### src/rtl/irq_ctrl_pkg.sv
package irq_ctrl_pkg;

  localparam int unsigned CTRL_W = 8;
  localparam int unsigned PRIO_W = 3;
  localparam int unsigned SEL_W  = 3;

  localparam logic [SEL_W-1:0] FLAG_POS = 3'd7;
  localparam logic [SEL_W-1:0] MASK_POS = 3'd6;

  typedef struct packed {
    logic              flag;
    logic              mask;
    logic [2:0]        zero;
    logic [PRIO_W-1:0] prio;
  } ctrl_byte_t;

  localparam ctrl_byte_t CTRL_RESET = '{flag: 1'b0, mask: 1'b1, zero: 3'b000, prio: 3'b111};

endpackage

### src/rtl/irq_rst_sync.sv
module irq_rst_sync #(
  parameter int unsigned STAGES = 2
) (
  input  logic clk_i,
  input  logic rst_ni,
  output logic rst_no
);

  logic [STAGES-1:0] chain_q;

  always_ff @(posedge clk_i or negedge rst_ni) begin
    if (!rst_ni) begin
      chain_q <= '0;
    end else begin
      chain_q <= {chain_q[STAGES-2:0], 1'b1};
    end
  end

  assign rst_no = chain_q[STAGES-1];

endmodule

### src/rtl/irq_src_reg.sv
module irq_src_reg
  import irq_ctrl_pkg::*;
(
  input  logic             clk_i,
  input  logic             rst_ni,
  input  logic             wr_full_i,
  input  logic             wr_bit_i,
  input  logic [SEL_W-1:0] bit_sel_i,
  input  logic             bit_val_i,
  input  logic [CTRL_W-1:0] wdata_i,
  input  logic             ack_clr_i,
  input  logic             hw_req_i,
  output ctrl_byte_t       ctrl_o
);

  logic              flag_q, flag_d;
  logic              mask_q, mask_d;
  logic [PRIO_W-1:0] prio_q, prio_d;
  logic              upd_en;

  // next-state: software write, then acknowledge clear, then hardware set
  always_comb begin
    flag_d = flag_q;
    mask_d = mask_q;
    prio_d = prio_q;
    if (wr_full_i) begin
      flag_d = wdata_i[FLAG_POS];
      mask_d = wdata_i[MASK_POS];
      prio_d = wdata_i[PRIO_W-1:0];
    end else if (wr_bit_i) begin
      case (bit_sel_i)
        FLAG_POS: flag_d = bit_val_i;
        MASK_POS: mask_d = bit_val_i;
        3'd0:     prio_d[0] = bit_val_i;
        3'd1:     prio_d[1] = bit_val_i;
        3'd2:     prio_d[2] = bit_val_i;
        default:  ;
      endcase
    end
    if (ack_clr_i) flag_d = 1'b0;
    if (hw_req_i)  flag_d = 1'b1;
  end

  assign upd_en = wr_full_i | wr_bit_i | ack_clr_i | hw_req_i;

  always_ff @(posedge clk_i or negedge rst_ni) begin
    if (!rst_ni) begin
      flag_q <= CTRL_RESET.flag;
      mask_q <= CTRL_RESET.mask;
      prio_q <= CTRL_RESET.prio;
    end else if (upd_en) begin
      flag_q <= flag_d;
      mask_q <= mask_d;
      prio_q <= prio_d;
    end
  end

  assign ctrl_o = '{flag: flag_q, mask: mask_q, zero: 3'b000, prio: prio_q};

endmodule

### src/rtl/irq_arbiter.sv
module irq_arbiter #(
  parameter int unsigned N_SRC  = 8,
  parameter int unsigned PRIO_W = 3,
  parameter int unsigned SRC_W  = 3
) (
  input  logic [N_SRC-1:0]        pend_i,
  input  logic [N_SRC*PRIO_W-1:0] prio_i,
  output logic                    valid_o,
  output logic [SRC_W-1:0]        src_o,
  output logic [PRIO_W-1:0]       lvl_o
);

  // ascending scan with strict compare keeps the lowest index on ties
  always_comb begin
    valid_o = 1'b0;
    src_o   = '0;
    lvl_o   = '1;
    for (int i = 0; i < N_SRC; i++) begin
      if (pend_i[i] && (!valid_o || (prio_i[i*PRIO_W +: PRIO_W] < lvl_o))) begin
        valid_o = 1'b1;
        src_o   = SRC_W'(i);
        lvl_o   = prio_i[i*PRIO_W +: PRIO_W];
      end
    end
  end

endmodule

### src/rtl/prio_irq_ctrl.sv
module prio_irq_ctrl
  import irq_ctrl_pkg::*;
#(
  parameter int unsigned N_SRC = 8,
  localparam int unsigned SRC_W = (N_SRC > 1) ? $clog2(N_SRC) : 1
) (
  input  logic                  clk_i,
  input  logic                  rst_ni,
  input  logic [N_SRC-1:0]      irq_req_i,
  input  logic [SRC_W-1:0]      reg_addr_i,
  input  logic                  reg_we_i,
  input  logic                  reg_bitwise_i,
  input  logic [SEL_W-1:0]      reg_bit_sel_i,
  input  logic                  reg_bit_val_i,
  input  logic [CTRL_W-1:0]     reg_wdata_i,
  output logic [CTRL_W-1:0]     reg_rdata_o,
  output logic                  cpu_irq_o,
  output logic [SRC_W-1:0]      cpu_src_o,
  output logic [PRIO_W-1:0]     cpu_lvl_o,
  input  logic                  cpu_ack_i
);

  logic                    rst_sync_n;
  ctrl_byte_t              ctrl_arr [N_SRC];
  logic [N_SRC-1:0]        flag_vec;
  logic [N_SRC-1:0]        mask_vec;
  logic [N_SRC*PRIO_W-1:0] prio_vec;

  irq_rst_sync #(.STAGES(2)) u_rst_sync (
    .clk_i  (clk_i),
    .rst_ni (rst_ni),
    .rst_no (rst_sync_n)
  );

  for (genvar i = 0; i < N_SRC; i++) begin : g_src
    logic hit;
    logic ack_clr;
    assign hit     = reg_we_i && (reg_addr_i == SRC_W'(i));
    assign ack_clr = cpu_ack_i && cpu_irq_o && (cpu_src_o == SRC_W'(i));

    irq_src_reg u_reg (
      .clk_i     (clk_i),
      .rst_ni    (rst_sync_n),
      .wr_full_i (hit && !reg_bitwise_i),
      .wr_bit_i  (hit && reg_bitwise_i),
      .bit_sel_i (reg_bit_sel_i),
      .bit_val_i (reg_bit_val_i),
      .wdata_i   (reg_wdata_i),
      .ack_clr_i (ack_clr),
      .hw_req_i  (irq_req_i[i]),
      .ctrl_o    (ctrl_arr[i])
    );

    assign flag_vec[i] = ctrl_arr[i].flag;
    assign mask_vec[i] = ctrl_arr[i].mask;
    assign prio_vec[i*PRIO_W +: PRIO_W] = ctrl_arr[i].prio;
  end

  irq_arbiter #(.N_SRC(N_SRC), .PRIO_W(PRIO_W), .SRC_W(SRC_W)) u_arb (
    .pend_i  (flag_vec & ~mask_vec),
    .prio_i  (prio_vec),
    .valid_o (cpu_irq_o),
    .src_o   (cpu_src_o),
    .lvl_o   (cpu_lvl_o)
  );

  if (N_SRC == (2 ** SRC_W)) begin : g_rd_full
    assign reg_rdata_o = ctrl_arr[reg_addr_i];
  end else begin : g_rd_guard
    always_comb begin
      reg_rdata_o = '0;
      for (int i = 0; i < N_SRC; i++) begin
        if (reg_addr_i == SRC_W'(i)) reg_rdata_o = ctrl_arr[i];
      end
    end
  end

endmodule

### config.mk
export PLATFORM = sky130hd
export DESIGN_NAME = prio_irq_ctrl
export DESIGN_NICKNAME = d
export VERILOG_FILES = /design/src/rtl/irq_ctrl_pkg.sv /design/src/rtl/irq_rst_sync.sv /design/src/rtl/irq_src_reg.sv /design/src/rtl/irq_arbiter.sv /design/src/rtl/prio_irq_ctrl.sv
export SDC_FILE = /design/constraint.sdc
export NUM_CORES = 1
export LEC_CHECK = 0
export ABC_CLOCK_PERIOD_IN_PS = 13400
export BUFFER_PORTS_ARGS = -buffer_cell sky130_fd_sc_hd__buf_4
export CORE_MARGIN = 2
export CORE_UTILIZATION = 44
export DETAILED_ROUTE_END_ITERATION = 12
export PLACE_DENSITY = 0.66
export SETUP_SLACK_MARGIN = 0.1
export SLEW_MARGIN = 40
export SYNTH_ARGS = -nofsm -noshare
export SYNTH_HDL_FRONTEND = slang
export SYNTH_SLANG_ARGS = --single-unit
### constraint.sdc
create_clock -name clk_i -period 13.4 [get_ports clk_i]
set_input_delay 3.35 -clock clk_i [delete_from_list [all_inputs] [get_ports clk_i]]
set_output_delay 3.35 -clock clk_i [all_outputs]
set_load 0.02 [all_outputs]
==> results by group <==
Global routing
  – Initial antenna violation count: 0
  – First-pass GRT wire length: between 15000 and 20000 um
  – Grt total ovfl: 0
  – GR Util All Layers: 22.6%
  – Largest net degree at the start of global routing: 41
  – Vias in the first global route: 3095

Worst setup path
  – Worst Path Class, Setup: flip-flop to primary output
  – Crit path launch type: flip-flop
  – Worst setup EP type: primary output
  – WP data required: around 10 ns
  – Max incr delay on CP: between 0.5 and 0.6 ns
  – Worst-path maximum fanout: 10
  – Most used cell along the critical path: ha_1
  – Slowest cell on the critical path: dfstp_2
  – Worst EP arrival: between 9 and 10 ns

CTS
  – CTS tree: built
  – Clk buf depth: 2
  – Cts bufs inserted: 5
  – Clk_lat worst skew: roughly 0.3 ns
  – CTS hold repair buffers: 0
  – Clk slew on worst S/H paths: 0.08 ns
  – Num Clock Sinks: 42
  – CTS H-tree depth: 2
  – CTS root buffer: clkbuf_8

STA
  – Final hold vios: 0
  – Relative slew slack: between 40% and 50%
  – Unrepaired setup endpoints after global routing: no
  – Count of final setup violators: 0
  – Fin Setup TNS: 0 ns
  – Tmin final: about 13 ns
  – Worst Skew: around 0.0084 ns
  – Worst-Margin Slew: 0.818 ns
  – Fin. max-slew vios: 0
  – Period utilisation layout: between 90 and 100%
  – Max Clk Rate: 0.0799 GHz

Synthesis
  – Synth Warn #: 0
  – Cell area after synthesis: between 3000 and 4000 um^2
  – Post-synth ARST share: 100%
  – Syn Inst Count: 373
  – Number of flops mapped to enable cells by yosys: 0
  – Mean Syn Cell Area: 9.35 um^2
  – Post-synth cell types: 63
  – Primary FF master, synth: dfstp_2
  – Post-synthesis sequential area ratio: a little under a third
  – FF+latch count, synth: 42

Finish
  – Area Overhead vs Synth: 15.0%
  – Fill cell count: 734
  – Share of layout cells above drive strength 1: a little over a third
  – Final layout net count: between 400 and 500
  – Post-Layout Inst Area: around 4000 um^2
  – Antenna fix cells: 0

Die
  – Die area: approximately 8700 um^2
  – # rows: 32
  – Initial Utilization: approximately 45%
  – Die H: around 93 um
  – Core Region: about 7700 um^2
  – # IOs: 43
  – Die width: between 90 and 100 um

Routing
  – Drt total wl: a little over 9000 um
  – Via density: between 6 and 7
  – DR DRC count: 0
  – WL/cell: 17.9 um
  – DR iter-0 viols: 224
  – Vias: approximately 3000
  – Antenna-violating nets left: 0
  – First-pass detailed-route iteration total: 5

Flow run
  – Max-cap violations: 0

Place
  – Post-DP HPWL: roughly 7100 um
  – Placed cell area: between 3000 and 4000 um^2
  – # port buffers: 36
  – Gpl congestion: approximately 0.97

Hold path
  – Hold Crit Class: flip-flop to async pin

Status
  – Outcome: finished clean
==> final cells by class <==
class                   count  area [um^2]  share of cell area (%)
clock buffers               6         72.6                    1.81
clock inverters             2         37.5                   0.936
inverters                  22         82.6                    2.06
multi-input cells         303         2310                    57.7
flip-flops and latches     42         1090                    27.2
well taps                 102          128                    3.18
repair buffers             38          285                    7.11
==> state kept, by name (all words and copies together) (netlist names) <==
| name | count |
|---|---|
| g_src.u_reg.prio_q | 24 |
| g_src.u_reg.flag_q | 8 |
| g_src.u_reg.mask_q | 8 |
| u_rst_sync.chain_q | 2 |
==> logic make-up (layout without fill, tap and decap cells) <==
| family | Yosys count | in the layout | share of synthesized area (%) |
|---|---|---|---|
| AOI/OAI and AO/OA | 92 | 92 | 20.2 |
| adders and majority gates | 9 | 9 | 3.23 |
| buffers and inverters | 30 | 68 | 3.77 |
| DFF | 42 | 42 | 31.3 |
| muxes | 57 | 57 | 21.3 |
| other | 2 | 4 | 0.215 |
| and+or+nand+nor | 141 | 141 | 20.0 |
==> worst max-delay path: cells and delay by family (launching register included) <==
family          cells  cell delay [ns]
simple gates        7             1.09
mux                 6             1.40
flops               1             0.59
fa+ha+maj           6             1.66
buf+inv             4             0.53
compound gates     16             3.57
==> cells in the mapped netlist (2+ instances only) <==
| cell type | count | share of area (%) |
|---|---|---|
| o21bai_1 | 2 | 0.43 |
| o21a_1 | 2 | 0.43 |
| and2_1 | 2 | 0.36 |
| nand2b_1 | 19 | 3.4 |
| clkbuf_1 | 3 | 0.32 |
| inv_1 | 22 | 2.4 |
| o311ai_0 | 2 | 0.50 |
| a31oi_1 | 2 | 0.36 |
| a21o_1 | 11 | 2.4 |
| a211oi_1 | 4 | 0.86 |
| nor2_1 | 52 | 5.6 |
| nand2_1 | 27 | 2.9 |
| conb_1 | 2 | 0.22 |
| a22oi_1 | 5 | 1.1 |
| dfrtp_1 | 10 | 7.2 |
| mux2_2 | 34 | 11 |
| o21ai_0 | 20 | 2.9 |
| nor3_1 | 2 | 0.29 |
| o31a_1 | 5 | 1.3 |
| a21oi_1 | 13 | 1.9 |
| o2111ai_1 | 2 | 0.50 |
| and2b_1 | 2 | 0.43 |
| ha_1 | 9 | 3.2 |
| nand4_1 | 4 | 0.72 |
| a32oi_1 | 2 | 0.50 |
| or2_2 | 5 | 0.90 |
| dfstp_2 | 32 | 24 |
| nand3_1 | 12 | 1.7 |
| a2111oi_0 | 2 | 0.50 |
| nor2b_1 | 6 | 1.1 |
| buf_4 | 3 | 0.65 |
| mux4_2 | 10 | 6.5 |
| mux2i_1 | 12 | 3.4 |
| o21ai_1 | 4 | 0.57 |
==> path summary, 6_finish.rpt <==
check	slack, ns	endpoint	startpoint	depth (start not counted)
max in group asynchronous	10.49	u_rst_sync.chain_q[1]$_DFF_PN0_	rst_ni	1
hold reg to reg	0.31	g_src[4].u_reg.flag_q$_DFFE_PN0P_	u_rst_sync.chain_q[1]$_DFF_PN0_	1
setup / recovery	0.89	cpu_lvl_o[2]	g_src[0].u_reg.mask_q$_DFFE_PN1P_	39
min in group clk_i	0.35	u_rst_sync.chain_q[1]$_DFF_PN0_	u_rst_sync.chain_q[0]$_DFF_PN0_	0
setup reg to reg	4.06	g_src[1].u_reg.flag_q$_DFFE_PN0P_	g_src[0].u_reg.mask_q$_DFFE_PN1P_	40
hold / removal	0.31	g_src[4].u_reg.flag_q$_DFFE_PN0P_	u_rst_sync.chain_q[1]$_DFF_PN0_	1
==> layer usage <==
layer | vias up | share of wire [%] | GRT usage, %
met5 | - | 0 | 0
met4 | 0 | 1.5 | 6.50
met3 | 17 | 6.1 | 3.55
met2 | 119 | 48 | 37.9
met1 | 1509 | 44 | 30.5
li1 | 1446 | - | -
==> placed cells by master (no fill, tap or decap), drive strengths merged, types with 10 or more instances in the layout <==
| cell type | instances |
|---|---|
| a21o | 11 |
| a21oi | 14 |
| buf | 38 |
| dfrtp | 10 |
| dfstp | 32 |
| inv | 22 |
| mux2 | 35 |
| mux2i | 12 |
| mux4 | 10 |
| nand2 | 28 |
| nand2b | 19 |
| nand3 | 12 |
| nor2 | 53 |
| o21ai | 24 |
==> per-stage QoR <==
step	cells	worst slack, ns	hold slack, ns	utilization (%)
final	515	0.886	0.308	52.2
after global routing	515	0.105	0.376	52.2
after CTS	515	0.157	0.328	51.7
after detailed placement	507	0.526	0.322	50.2
after global placement	507	0.712	0.316	50.2
after floorplan	375	1.50	0.331	-
==> what timing repair did <==
item                       in CTS  in global routing
setup endpoints to repair       0                  6
setup buffers                   0                  0
gates resized for setup         0                 10
Power is not shown: default switching activity piles up to over one toggle a cycle in this logic, so the estimate is an artifact.
